--- config.mk ---
export PLATFORM = sky130hd
export DESIGN_NAME = mem_slot_arbiter
export DESIGN_NICKNAME = d
export VERILOG_FILES = /design/src/rtl/mem_arb_pkg.sv /design/src/rtl/mem_arb_bocnt.sv /design/src/rtl/mem_arb_fp_pick.sv /design/src/rtl/mem_arb_rr_pick.sv /design/src/rtl/mem_slot_arbiter.sv
export SDC_FILE = /design/constraint.sdc
export NUM_CORES = 1
export LEC_CHECK = 0
export BUFFER_PORTS_ARGS = -buffer_cell sky130_fd_sc_hd__buf_2
export CAP_MARGIN = 20
export CORE_MARGIN = 4
export CORE_UTILIZATION = 30
export DETAILED_ROUTE_END_ITERATION = 10
export PLACE_DENSITY = 0.51
export REMOVE_ABC_BUFFERS = 1
export SYNTH_ARGS = -nofsm -noshare
export SYNTH_HDL_FRONTEND = slang
export SYNTH_SLANG_ARGS = --single-unit
--- constraint.sdc ---
create_clock -name clk -period 4.6 [get_ports clk]
set_input_delay 0.46 -clock clk [delete_from_list [all_inputs] [get_ports clk]]
set_output_delay 0.46 -clock clk [all_outputs]
set_load 0.05 [all_outputs]
--- src/rtl/mem_arb_pkg.sv ---
package mem_arb_pkg;

   // service level reported with each grant
   typedef enum logic {
      LVL_RR = 1'b0,
      LVL_FP = 1'b1
   } svc_lvl_e;

   function automatic bit is_pow2(input int n);
      return (n > 0) && ((n & (n - 1)) == 0);
   endfunction

endpackage

--- src/rtl/mem_arb_bocnt.sv ---
module mem_arb_bocnt #(
   parameter int CNT_W = 4
) (
   input  logic             clk,
   input  logic             rst_n,
   input  logic             slot_i,
   input  logic             load_i,
   input  logic [CNT_W-1:0] ival_i,
   output logic             blocked_o
);

   logic [CNT_W-1:0] cnt_q;

   // the counter ages only on offered slots; a load wins over aging
   always_ff @(posedge clk) begin
      if (!rst_n) begin
         cnt_q <= '0;
      end else if (slot_i) begin
         if (load_i)
            cnt_q <= ival_i;
         else if (cnt_q != '0)
            cnt_q <= cnt_q - 1'b1;
      end
   end

   assign blocked_o = (cnt_q != '0);

endmodule

--- src/rtl/mem_arb_fp_pick.sv ---
module mem_arb_fp_pick #(
   parameter int N_RT = 3
) (
   input  logic [N_RT-1:0] elig_i,
   output logic [N_RT-1:0] gnt_o,
   output logic            any_o
);

   // isolate the lowest set bit: lowest index wins
   assign gnt_o = elig_i & (~elig_i + 1'b1);
   assign any_o = |elig_i;

endmodule

--- src/rtl/mem_arb_rr_pick.sv ---
module mem_arb_rr_pick #(
   parameter int N_CLIENTS = 6,
   parameter int PTR_W     = 3
) (
   input  logic [N_CLIENTS-1:0] req_i,
   input  logic [PTR_W-1:0]     ptr_i,
   output logic [N_CLIENTS-1:0] gnt_o,
   output logic [PTR_W-1:0]     idx_o,
   output logic                 any_o
);

   localparam int SUM_W = PTR_W + 1;

   logic [SUM_W-1:0] pos;
   logic             found;

   // scan from the pointer upward, wrapping once
   always_comb begin
      gnt_o = '0;
      idx_o = '0;
      found = 1'b0;
      pos   = '0;
      for (int k = 0; k < N_CLIENTS; k++) begin
         pos = {1'b0, ptr_i} + SUM_W'(k);
         if (pos >= SUM_W'(N_CLIENTS))
            pos = pos - SUM_W'(N_CLIENTS);
         if (!found && req_i[pos[PTR_W-1:0]]) begin
            found                  = 1'b1;
            gnt_o[pos[PTR_W-1:0]]  = 1'b1;
            idx_o                  = pos[PTR_W-1:0];
         end
      end
   end

   assign any_o = |req_i;

endmodule

--- src/rtl/mem_slot_arbiter.sv ---
module mem_slot_arbiter
   import mem_arb_pkg::*;
#(
   parameter int N_CLIENTS = 6,
   parameter int N_RT      = 3,
   parameter int CNT_W     = 4
) (
   input  logic                    clk,
   input  logic                    rst_n,
   input  logic                    slot_i,
   input  logic [N_CLIENTS-1:0]    req_i,
   input  logic [N_RT*CNT_W-1:0]   blk_ival_i,
   output logic [N_CLIENTS-1:0]    gnt_o,
   output logic                    fp_lvl_o
);

   localparam int PTR_W = (N_CLIENTS > 1) ? $clog2(N_CLIENTS) : 1;

   initial begin : p_param_chk
      assert (N_CLIENTS >= 2) else $error("N_CLIENTS must be at least 2");
      assert (N_RT >= 1 && N_RT <= N_CLIENTS) else $error("N_RT out of range");
      assert (CNT_W >= 1) else $error("CNT_W must be at least 1");
   end

   logic [N_RT-1:0]      rt_blocked;
   logic [N_RT-1:0]      rt_elig;
   logic [N_RT-1:0]      fp_gnt;
   logic                 fp_any;
   logic [N_CLIENTS-1:0] rr_gnt;
   logic [PTR_W-1:0]     rr_idx;
   logic [PTR_W-1:0]     rr_nxt;
   logic                 rr_any;
   logic [PTR_W-1:0]     rr_ptr_q;
   svc_lvl_e             lvl;

   // one block-out counter per real-time client
   for (genvar i = 0; i < N_RT; i++) begin : g_rt
      mem_arb_bocnt #(.CNT_W(CNT_W)) u_bocnt (
         .clk       (clk),
         .rst_n     (rst_n),
         .slot_i    (slot_i),
         .load_i    (fp_gnt[i] & fp_any),
         .ival_i    (blk_ival_i[i*CNT_W +: CNT_W]),
         .blocked_o (rt_blocked[i])
      );
   end

   assign rt_elig = req_i[N_RT-1:0] & ~rt_blocked;

   mem_arb_fp_pick #(.N_RT(N_RT)) u_fp (
      .elig_i (rt_elig),
      .gnt_o  (fp_gnt),
      .any_o  (fp_any)
   );

   // the pool is every request: unblocked real-time ones already won above
   mem_arb_rr_pick #(.N_CLIENTS(N_CLIENTS), .PTR_W(PTR_W)) u_rr (
      .req_i (req_i),
      .ptr_i (rr_ptr_q),
      .gnt_o (rr_gnt),
      .idx_o (rr_idx),
      .any_o (rr_any)
   );

   // pointer successor: a power-of-two client count wraps for free
   if (is_pow2(N_CLIENTS)) begin : g_wrap_free
      assign rr_nxt = rr_idx + 1'b1;
   end else begin : g_wrap_cmp
      assign rr_nxt = (rr_idx == PTR_W'(N_CLIENTS - 1)) ? '0 : rr_idx + 1'b1;
   end

   always_comb begin
      gnt_o = '0;
      lvl   = LVL_RR;
      if (slot_i) begin
         if (fp_any) begin
            gnt_o[N_RT-1:0] = fp_gnt;
            lvl             = LVL_FP;
         end else begin
            gnt_o = rr_gnt;
         end
      end
   end

   assign fp_lvl_o = (lvl == LVL_FP);

   always_ff @(posedge clk) begin
      if (!rst_n)
         rr_ptr_q <= '0;
      else if (slot_i && !fp_any && rr_any)
         rr_ptr_q <= rr_nxt;
   end

endmodule

# [After elaboration in Yosys (flattened, before gate mapping)]
# Cells that the tools add are included.
[classes] add_sub_neg=16 magnitude_cmp=18 eq_ne=1 mux=59 bitwise_logic=12 n_reduce_logical=30
[ops] op="3-bit two-way mux" n=15
[ops] op="6-bit two-way mux" n=7
[ops] op="6-bit OR" n=5
[ops] op="3-bit by 4-bit < comparator with 1-bit output (second input constant)" n=6
[ops] op="4-bit two-way mux" n=6
[ops] op="4-bit by 3-bit greater-or-equal comparator with 1-bit output (second input constant)" n=5
[ops] op="1-bit two-way mux" n=19
[ops] op="1-bit binary-select mux with 3-bit select" n=6
[ops] op="1-bit demux with 3-bit select" n=6
[ops] op="3-bit by 1-bit greater-or-equal comparator with 1-bit output (second input constant)" n=6
[ops] op="3-bit subtractor (second input constant)" n=6
[ops] op="1-bit logical AND" n=13
[ops] op="4-bit nonzero test" n=3
[ops] op="4-bit by 1-bit subtractor with 4-bit output (second input constant)" n=3
[ops] op="3-bit by 2-bit adder with 4-bit output (second input constant)" n=2
[ops] op="3-bit by 3-bit adder with 4-bit output (second input constant)" n=2
[ops] op="3-bit by 1-bit adder with 3-bit output (second input constant)" n=2
[ops] op="3-bit AND" n=2
[ops] op="1-bit zero test" n=6
[ops] op="3-bit NOT" n=2
[ops] op="2-bit AND reduction" n=3
[ops] op="2-bit nonzero test" n=3
[ops] op="6-bit OR reduction" n=1
[ops] op="3-bit by 1-bit adder with 4-bit output (second input constant)" n=1
[ops] op="other kinds (4)" n=6
[word_totals] regBits=15 input_bits=21 out_inout_bits=7

# [Depth between registers and ports, before layout]
# Gate-level depths: netlist (run 1).
[depth] ltp_word=22 ltp_mapped=14 mapped_depth_nobuf=10

# [Cells and area by module]
# From an unflattened synthesis (run 1), not the netlist that was laid out.
[hier_totals] cells_unflattened=289 area_unflattened_um2=2298.5
[by_module_without_submodules] mod="mem_arb_rr_pick" n_inst=1 cells_each=148 area_each_um2=1131.1 seq_area_each_um2=0.0
[by_module_without_submodules] mod="mem_arb_bocnt" n_inst=3 cells_each=35 area_each_um2=292.8 seq_area_each_um2=80.1
[by_module_without_submodules] mod="mem_slot_arbiter" n_inst=1 cells_each=32 area_each_um2=261.5 seq_area_each_um2=60.1
[by_module_without_submodules] mod="mem_arb_fp_pick" n_inst=1 cells_each=4 area_each_um2=27.5 seq_area_each_um2=0.0

# [Worst setup path before layout (run 1)]
# Ideal clock, no wire load.
[synth_path] kind="register to output" startpoint="register rr_ptr_q[0]" endpoint="output gnt_o[5]" t_arrival_ns=4.404 setup_slack_ns=-0.264 stages_incl_launch_ff=12 path_cell_list="dfxtp_1 buf_6 clkbuf_1 clkinv_1 ha_1 clkbuf_1 mux2_2 a221o_1 a2111oi_4 nand4b_1 a31o_1 a211oi_1"
[synth_between] elab_chain_cells=22 elab_cells_between_ends=93 classes_between="add/sub (11); order compare (18); mux (43); bitwise (5); reduce/logical (16)"
[synth_lines] item="start, declared" line_no="mem_slot_arbiter.sv:33" rtl="logic [PTR_W-1:0] rr_ptr_q;"
[synth_lines] item="start signal, assigned" line_no="mem_slot_arbiter.sv:91" rtl="rr_ptr_q <= rr_nxt;"
[synth_lines] item="branches (longest 19 deep; another with 3-bit by 1-bit adder with 4-bit output)"
[synth_lines] item="6-bit two-way mux (*)" line_no="mem_arb_rr_pick.sv:27" rtl="if (!found && req_i[pos[PTR_W-1:0]]) begin"
[synth_lines] item="3-bit two-way mux (*)" line_no="mem_slot_arbiter.sv:76" rtl="if (fp_any) begin"
[synth_lines] item="6-bit two-way mux (*)" line_no="mem_slot_arbiter.sv:75" rtl="if (slot_i) begin"
[synth_lines] item="end, declared" line_no="mem_slot_arbiter.sv:13" rtl="output logic [N_CLIENTS-1:0] gnt_o,"
# Every way passes the cells marked *. The select of a mux whose other input is x is not followed.

# [Final worst setup path (run 1)]
[layout_path] startpoint="register rr_ptr_q[0]" endpoint="output gnt_o[0]"
# The elaborated chain is that of the path after synthesis.

==> impl_metrics.csv, run 1 <==
group,metric,value,unit
yosys,synthAdderAreaFrac,0.0790,
floorplan,dieArea,0.00814,mm²
power,peakVddDrop,0.294,mV
cells_and_area,final_area,0.00226,mm²
clock_tree,cts-htree-levels,1,
power,total_power,1.96,mW
floorplan,core,0.00646,mm²
sta,drv_slew,0,
clock_tree,clkTransAtPathRegs,60,ps
global_route,track_usage,0.140,
cells_and_area,syn2layout_area_growth,11.7,%
yosys,netlist_area,0.00203,mm²
sta,rsz0062_at_grt,"no",
drt,wl,5.82,mm
cells_and_area,fillCellCount,709,
drt,ant_nets,0,
clock_tree,cts_tree,"built",
sta,tightestPinTransition,913,ps
sta,finalSetupTns,0,ps
drt,drt-wirelength-per-cell,15.2,µm
setup_path,cp-start-kind,"flop",
floorplan,pin_count,28,
global_route,grt_overflow_total,0,
sta,holdWs,484,ps
setup_path,max_stage_delay,560,ps
yosys,syn_avg_cell_area,7.09,µm²
clock_tree,clkLatencyLatePin,240,ps
placement,gp_congestion,0.860,
yosys,ys_warn_count,0,
sta,period_needed,4330,ps
global_route,grt_use_met2,0.241,
sta,hold_viol,0,
setup_path,cp_top_family,"compound AO/OA/AOI/OAI gates",
sta,relSlewSlack,0.383,
yosys,ys_seq_elements,15,
clock_tree,holdBufCountCts,0,
global_route,grt_use_met3,0.0225,
global_route,grt_pass1_vias,1984,
yosys,ys_async_sr_fraction,0,
setup_path,criticalPathCategory,"flop to primary output",
setup_path,crit_buf_inv,3,
cells_and_area,multi_input_area,0.00159,mm²
setup_path,cp_slowest_cell,"mux4_2",
yosys,synthTopCellsByArea,"dfxtp_1, nor2_1, ha_1",
placement,dp_cells,379,
yosys,synth_edf_count,0,
clock_tree,cts_made_buffers,3,
power,cellLeakagePower,0.896,nW
cells_and_area,num_antenna_cells,0,
setup_path,r2r_slack,1190,ps
cells_and_area,drive_above_1_share,0.186,
run_status,outcome,"completed",
sta,layout_setup_ws,267,ps
placement,placed_area,0.00222,mm²
yosys,muxShareOfSynthArea,0.0648,
sta,clock_skew,0.604,ps
setup_path,cp-end-kind,"primary output",
sta,min_period_over_period,0.942,
yosys,synth_xor_xnor_area_share,0.0340,
global_route,grt_pass1_wl,9.55,mm
drt,drt_iter0_drc,95,
clock_tree,clock_path_buffers,2,
yosys,synth_cell_types,67,
hold_path,hold_path.class,"primary input to flop",
sta,timing.fmax,231,MHz
cells_and_area,fin_util,0.350,
floorplan,row_count,29,
yosys,syn_inst,286,
placement,dpl.hpwl,4.64,mm
global_route,busiest_layer,"met2",
floorplan,fp.dieW,90.2,µm
drt,vias,2158,
cells_and_area,final_cells,383,
drt,via_per_inst,5.63,
global_route,antenna_found_initial,0,
cells_and_area,nNetsFinal,340,
placement,pre_cts_slack,481,ps
yosys,ys_seq_area_frac,0.148,
drt,dr.pass1.iters,4,
yosys,synth_top_family_by_area,"simple AND/OR/NAND/NOR gates",
clock_tree,clock_sinks,15,
yosys,synth_top_cell_area_share,0.148,
floorplan,start_util,0.314,
setup_path,worstPathRequired,4140,ps
yosys,synthFlopType,"dfxtp_1",
yosys,synthTopCellsByCount,"nor2_1, a21oi_1, nand2_1, dfxtp_1, inv_1",
setup_path,path_max_fanout,15,
cells_and_area,regArea,302,µm²
flow_run,maxCapViolCount,0,
global_route,grt_max_degree,18,
drt,drc,0,
setup_path,crit_arrival,3870,ps
yosys,synth_top_area_cell,"dfxtp_1",
clock_tree,cts_root_buf,"clkbuf_8",
power,power_density,866,mW/mm²
yosys,synth_most_common_cell,"nor2_1",
yosys,yosys.area_share.simple,0.314,
floorplan,die_h,90.2,µm
placement,portBuffers,27,
sta,setup_viol,0,
global_route,grt_use_met1,0.184,
yosys,synth_compound_gate_area_share,0.292,
setup_path,path_cells,"clkinv_1 > ha_1 > buf_4 > mux4_2 > a2111oi_4 > nand4_2 > o211ai_2 > nor2_1 > o31ai_2 > buf_2",
==> path summary, 6_finish.rpt <==
| check | startpoint | endpoint | cells after the start |
|---|---|---|---|
| min | rst_n | rr_ptr_q[2] | 3 |
| max | rr_ptr_q[0] | gnt_o[0] | 10 |
| min reg2reg | g_rt[2].u_bocnt.cnt_q[0] | g_rt[2].u_bocnt.cnt_q[0] | 2 |
| max reg2reg | rr_ptr_q[0] | rr_ptr_q[1] | 9 |
==> flip-flops by register name, indices dropped and copies added (netlist names) <==
name                cells
rr_ptr_q                3
g_rt.u_bocnt.cnt_q     12
==> cell families after synthesis <==
group | after synthesis
AND/OR/NAND/NOR | 128
buffers and inverters | 32
adder cells (fa/ha/maj) | 13
XOR/XNOR | 7
AO/OA/AOI/OAI | 80
multiplexers | 11
flip-flops | 15
==> layer usage <==
layer  routed length, µm  share of wire
met2                2760           0.47
met4                  43         0.0074
met3                 224          0.039
met1                2790           0.48
met5                   0              0
==> worst register-to-register path, cell delays in order, from the launching register on <==
cell and delay (ps):
dfxtp_1 370, clkinv_1 290, ha_1 500, buf_4 250
mux4_2 560, a2111oi_4 520, nand4b_1 200, a31o_1 290
a311oi_2 240, nor3_2 70
==> area by class of cell <==
cell class / count / area share
Tap cell: 77 / 0.0426
Multi-Input combinational cell: 239 / 0.701
Sequential cell: 15 / 0.133
Clock buffer: 4 / 0.0199
Inverter: 16 / 0.0265
Timing Repair Buffer: 32 / 0.0763
==> power breakdown <==
| group | switching, mW | leakage [nW] | total [mW] | internal, mW |
|---|---|---|---|---|
| combinational | 1.00 | 0.749 | 1.61 | 0.604 |
| clock | 0.0446 | 0.0228 | 0.106 | 0.0613 |
| sequential | 0.0630 | 0.124 | 0.246 | 0.183 |
| total | 1.11 | 0.896 | 1.96 | 0.848 |
==> cell usage in the layout, fill, tap and decap left out, types with 4 or more instances in the layout <==
| cell | netlist | routed |
|---|---|---|
| inv_1 | 15 | 15 |
| buf_4 | 0 | 5 |
| nand2_1 | 26 | 26 |
| nand3_1 | 14 | 14 |
| nand4_1 | 5 | 5 |
| a211oi_1 | 6 | 6 |
| xnor2_1 | 4 | 4 |
| a21oi_1 | 27 | 27 |
| dfxtp_1 | 15 | 14 |
| o21ai_0 | 4 | 4 |
| nor2_1 | 42 | 42 |
| a31oi_1 | 5 | 5 |
| nor3_1 | 8 | 8 |
| mux2i_1 | 6 | 6 |
| ha_1 | 12 | 12 |
| buf_2 | 0 | 27 |
| nor4_1 | 4 | 4 |
==> timing repair <==
item                                    CTS  global route
endpoints found under the setup margin    0             3
setup buffers                             0             0
gates resized for setup                   0             1
(Power assumes the default switching activity.)
==> run 2, diff against run 1 <==
--- a/config.mk
+++ b/config.mk
@@ -9,8 +9,10 @@
 export CAP_MARGIN = 20
 export CORE_MARGIN = 4
 export CORE_UTILIZATION = 30
+export CTS_CLUSTER_DIAMETER = 60
 export DETAILED_ROUTE_END_ITERATION = 10
 export PLACE_DENSITY = 0.51
+export RECOVER_POWER = 25
 export REMOVE_ABC_BUFFERS = 1
 export SYNTH_ARGS = -nofsm -noshare
 export SYNTH_HDL_FRONTEND = slang
==> run 2 against run 1 <==
Net effect:
- clock skew unchanged
- core utilization about the same
- via count barely moved
- total power about the same
- register-to-register slack is essentially flat
- critical endpoint unchanged
- global-route usage unchanged
==> impl_metrics.csv, run 2 (same netlist as run 1, synthesis figures left out) <==
group,metric,value,unit
run_status,outcome,"completed",
placement,pre_cts_slack,481,ps
sta,relSlewSlack,0.383,
power,power_density,866,mW/mm²
drt,ant_nets,0,
clock_tree,cts_resized,0,
cells_and_area,regMostFlops,"g_rt.u_bocnt.cnt_q",
placement,gp_congestion,0.860,
setup_path,cp-start-kind,"flop",
setup_path,max_stage_delay,560,ps
setup_path,cp-end-kind,"primary output",
global_route,track_usage,0.140,
floorplan,row_count,29,
setup_path,worstPathRequired,4140,ps
global_route,antenna_found_initial,0,
clock_tree,clock_sinks,15,
global_route,grt_max_degree,18,
sta,clock_skew,0.604,ps
floorplan,dieArea,0.00814,mm²
setup_path,r2r_slack,1190,ps
floorplan,core,0.00646,mm²
flow_run,maxCapViolCount,0,
drt,via_per_inst,5.63,
sta,hold_viol,0,
setup_path,cp_top_family,"compound AO/OA/AOI/OAI gates",
cells_and_area,final_area,0.00226,mm²
cells_and_area,nNetsFinal,340,
setup_path,crit_buf_inv,3,
hold_path,hold_path.class,"primary input to flop",
setup_path,cp.depth,10,
sta,holdWs,484,ps
drt,wl,5.82,mm
setup_path,cp-endpoint,"gnt_o[0]",
cells_and_area,drive_above_1_share,0.183,
clock_tree,clock_path_buffers,2,
cells_and_area,largestRegisters,"g_rt.u_bocnt.cnt_q (12), rr_ptr_q (3)",
cells_and_area,syn2layout_area_growth,11.6,%
sta,period_needed,4330,ps
setup_path,cp_slowest_cell,"mux4_2",
floorplan,die_h,90.2,µm
drt,drc,0,
clock_tree,clkTransAtPathRegs,60,ps
clock_tree,cts_made_buffers,3,
global_route,grt_overflow_total,0,
drt,dr.pass1.iters,4,
sta,timing.fmax,231,MHz
placement,placed_area,0.00222,mm²
placement,dpl.hpwl,4.64,mm
setup_path,r2r-start,"rr_ptr_q[0]",
drt,drt_iter0_drc,95,
clock_tree,cts_root_buf,"clkbuf_8",
clock_tree,cts-htree-levels,1,
floorplan,pin_count,28,
cells_and_area,largest_reg_flops,12,
floorplan,fp.dieW,90.2,µm
sta,layout_setup_ws,267,ps
drt,vias,2157,
setup_path,criticalPathCategory,"flop to primary output",
setup_path,path_cells,"clkinv_1 > ha_1 > buf_4 > mux4_2 > a2111oi_4 > nand4_2 > o211ai_2 > nor2_1 > o31ai_2 > buf_2",
setup_path,crit_arrival,3870,ps
floorplan,start_util,0.314,
global_route,grt_pass1_wl,9.55,mm
drt,drt-wirelength-per-cell,15.2,µm
clock_tree,holdBufCountCts,0,
sta,rsz0062_at_grt,"no",
cells_and_area,mostFrequentLayoutCell,"nor2_1",
sta,setup_viol,0,
clock_tree,clkLatencyLatePin,240,ps
sta,tightestPinTransition,913,ps
power,peakVddDrop,0.294,mV
power,cellLeakagePower,0.892,nW
clock_tree,cts_setup_buffers,0,
setup_path,path_max_fanout,15,
cells_and_area,num_antenna_cells,0,
placement,portBuffers,27,
cells_and_area,most-common-layout-cells,"nor2_1, a21oi_1, nand2_1, buf_2, inv_1",
setup_path,startpoint,"rr_ptr_q[0]",
clock_tree,cts_tree,"built",
setup_path,reg2reg_depth,9,
power,total_power,1.96,mW
setup_path,rr_endpoint,"rr_ptr_q[1]",
sta,min_period_over_period,0.942,
sta,drv_slew,0,
global_route,grt_pass1_vias,1984,
[run 2: cell count changes in the layout (fill, tap and decap cells not counted)]
cell	delta
buf_2	-1
clkbuf_1	+1
[run 2: power breakdown]
part / switching [mW] / internal, mW
registers: 0.0630 / 0.183
logic: 1.00 / 0.603
clock network: 0.0446 / 0.0613
[run 2: layout make-up]
type	count	area, µm²
Multi-Input combinational cell	239	1590
Clock buffer	4	45.0
Timing Repair Buffer	32	171
Fill cell	710	4200
Inverter	16	60.1
Tap cell	77	96.3
Sequential cell	15	302
[run 2: worst min path at each step]
stage | start | to | slack [ps] | cells after the start
after floorplan | g_rt[1].u_bocnt.cnt_q[0] | g_rt[1].u_bocnt.cnt_q[0] | 470 | 2
after global placement | g_rt[0].u_bocnt.cnt_q[3] | g_rt[0].u_bocnt.cnt_q[3] | 490 | 2
after detailed placement | g_rt[2].u_bocnt.cnt_q[0] | g_rt[2].u_bocnt.cnt_q[0] | 490 | 2
after CTS | rst_n | rr_ptr_q[2] | 480 | 3
after global routing | rst_n | rr_ptr_q[2] | 500 | 3
final | rst_n | rr_ptr_q[2] | 480 | 3
[run 2: worst min-delay path, cell delays in order]
cell	delay (ps)
buf_2	110
o21ai_0	70
a31oi_1	40
[run 2: layer usage]
metal / global-route usage / share of wire / vias to the layer above
li1: - / - / 1107
met1: 0.184 / 0.48 / 1008
met2: 0.241 / 0.47 / 38
met3: 0.0225 / 0.037 / 4
met4: 0.0281 / 0.0074 / 0
met5: 0 / 0 / -
[run 2: per-stage QoR]
step	TNS, ps	instances	util
detailed placement	0	379	0.343
global placement	0	379	0.343
finish	0	383	0.350
global route	0	383	0.350
floorplan	-2190	270	-
CTS	0	383	0.350
==> run 3, diff against run 2 <==
--- a/config.mk
+++ b/config.mk
@@ -5,7 +5,7 @@
 export SDC_FILE = /design/constraint.sdc
 export NUM_CORES = 1
 export LEC_CHECK = 0
-export BUFFER_PORTS_ARGS = -buffer_cell sky130_fd_sc_hd__buf_2
+export BUFFER_PORTS_ARGS = -buffer_cell sky130_fd_sc_hd__clkbuf_2
 export CAP_MARGIN = 20
 export CORE_MARGIN = 4
 export CORE_UTILIZATION = 30
==> run 3 against run 2 <==
Net effect:
- sequential power up 2%
- worst hold slack got worse by 26 ps
- cell area rose by 5.0%
- setup slack is essentially flat
- non-clock buffer count rose by 3
- sequential share of layout area shrank 0.68 points
- clock skew up 8.7 ps
- maximum frequency hardly changed
- total power increased by 4.4%
- global-route usage rose by 0.41 points
- final cell count is 0.78% higher
- via count rose by 1.4%
==> impl_metrics.csv, run 3 (same netlist as run 1, synthesis figures left out) <==
group,metric,value,unit
run_status,outcome,"completed",
clock_tree,clkTransAtPathRegs,70,ps
global_route,track_usage,0.144,
clock_tree,clkLatencyLatePin,250,ps
clock_tree,clock_path_buffers,2,
clock_tree,cts_root_buf,"clkbuf_8",
clock_tree,clock_sinks,15,
sta,relSlewSlack,0.348,
setup_path,r2r-start,"rr_ptr_q[1]",
floorplan,row_count,29,
setup_path,cp_slowest_cell,"dfxtp_1",
sta,min_period_over_period,0.942,
setup_path,criticalPathCategory,"flop to primary output",
placement,gp_congestion,0.937,
drt,dr.pass1.iters,4,
placement,portBuffers,27,
cells_and_area,drive_above_1_share,0.191,
cells_and_area,largest_reg_flops,12,
clock_tree,cts_resized,0,
cells_and_area,fin_util,0.368,
floorplan,core,0.00646,mm²
setup_path,cp-end-kind,"primary output",
floorplan,dieArea,0.00814,mm²
setup_path,startpoint,"rr_ptr_q[1]",
sta,clock_skew,9.35,ps
global_route,antenna_found_initial,0,
cells_and_area,nNetsFinal,343,
floorplan,start_util,0.314,
setup_path,max_stage_delay,530,ps
flow_run,maxCapViolCount,0,
global_route,grt_pass1_wl,9.94,mm
global_route,grt_pass1_vias,2114,
setup_path,cp-start-kind,"flop",
setup_path,path_max_fanout,9,
floorplan,die_h,90.2,µm
sta,holdWs,459,ps
clock_tree,cts_made_buffers,3,
power,peakVddDrop,0.336,mV
sta,drv_slew,0,
drt,vias,2188,
sta,hold_viol,0,
drt,drt-wirelength-per-cell,15.2,µm
cells_and_area,num_antenna_cells,0,
clock_tree,holdBufCountCts,0,
placement,dpl.hpwl,4.70,mm
power,cellLeakagePower,0.931,nW
sta,setup_viol,0,
clock_tree,cts_tree,"built",
clock_tree,cts-htree-levels,1,
global_route,grt_overflow_total,0,
cells_and_area,fillCellCount,685,
placement,placed_area,0.00233,mm²
sta,timing.fmax,231,MHz
cells_and_area,largestRegisters,"g_rt.u_bocnt.cnt_q (12), rr_ptr_q (3)",
setup_path,reg2reg_depth,9,
drt,ant_nets,0,
drt,via_per_inst,5.67,
cells_and_area,syn2layout_area_growth,17.2,%
cells_and_area,mostFrequentLayoutCell,"nor2_1",
power,power_density,861,mW/mm²
drt,drt_iter0_drc,170,
global_route,grt_max_degree,17,
cells_and_area,final_area,0.00237,mm²
setup_path,cp-endpoint,"gnt_o[5]",
floorplan,fp.dieW,90.2,µm
setup_path,rr_endpoint,"rr_ptr_q[1]",
setup_path,crit_arrival,3870,ps
sta,tightestPinTransition,965,ps
clock_tree,cts_setup_buffers,0,
setup_path,path_cells,"ha_1 > xnor2_2 > mux2_2 > a221o_1 > a2111oi_4 > nand4b_1 > a31o_1 > a211oi_1 > buf_12",
cells_and_area,most-common-layout-cells,"nor2_1, a21oi_1, nand2_1, clkbuf_2",
hold_path,hold_path.class,"primary input to flop",
floorplan,pin_count,28,
sta,rsz0062_at_grt,"no",
cells_and_area,regMostFlops,"g_rt.u_bocnt.cnt_q",
drt,wl,5.87,mm
setup_path,worstPathRequired,4140,ps
drt,drc,0,
sta,period_needed,4330,ps
setup_path,r2r_slack,1190,ps
## run 3: stage by stage
stage	worst slack (ps)	std cells	TNS, ps	power, mW
2_1_floorplan	-694	270	-2190	1.48
3_3_place_gp	592	382	0	1.92
3_5_place_dp	553	382	0	1.91
4_1_cts	286	386	0	2.03
5_1_grt	46.5	386	0	2.25
6_report	267	386	0	2.04
## run 3: layout make-up
type                       count  area (µm²)  share of cell area
sequential                    15         300               0.126
inverter                      16        60.1              0.0253
multi-input combinational    239        1590               0.669
timing repair buffer          35         284               0.120
clock buffer                   3        41.3              0.0174
clock inverter                 1        5.00             0.00211
tap                           77        96.3              0.0406
## run 3: critical path: cells and delay by family, from the launching register on
family / cells / cell delay (ps)
xor gates and xnor gates: 1 / 210
buffers and inverters: 1 / 200
DFF: 1 / 530
muxes: 1 / 400
adders and majority gates: 1 / 420
AOI/OAI and AO/OA: 4 / 1670
and+or+nand+nor: 1 / 210
## run 3: per-layer routing
layer,track usage,part of all wire,wire (µm)
met1,0.195,0.48,2810
met3,0.0292,0.053,309
met2,0.237,0.46,2700
met4,0.0268,0.0082,48
met5,0,0,0
## run 3: how the worst min path moves through the flow
stage / cells past startpoint / to / slack, ps / from
after CTS: 3 / g_rt[2].u_bocnt.cnt_q[0] / 460 / blk_ival_i[8]
after global placement: 2 / g_rt[2].u_bocnt.cnt_q[0] / 490 / g_rt[2].u_bocnt.cnt_q[0]
after global routing: 3 / g_rt[2].u_bocnt.cnt_q[0] / 480 / blk_ival_i[8]
final: 3 / g_rt[2].u_bocnt.cnt_q[0] / 460 / blk_ival_i[8]
after detailed placement: 2 / g_rt[1].u_bocnt.cnt_q[0] / 490 / g_rt[1].u_bocnt.cnt_q[0]
after floorplan: 2 / g_rt[1].u_bocnt.cnt_q[0] / 470 / g_rt[1].u_bocnt.cnt_q[0]
## run 3: power by group
group | switching [mW] | internal, mW
Combinational | 1.02 | 0.666
Clock | 0.0516 | 0.0601
Sequential | 0.0698 | 0.182
Total | 1.14 | 0.908
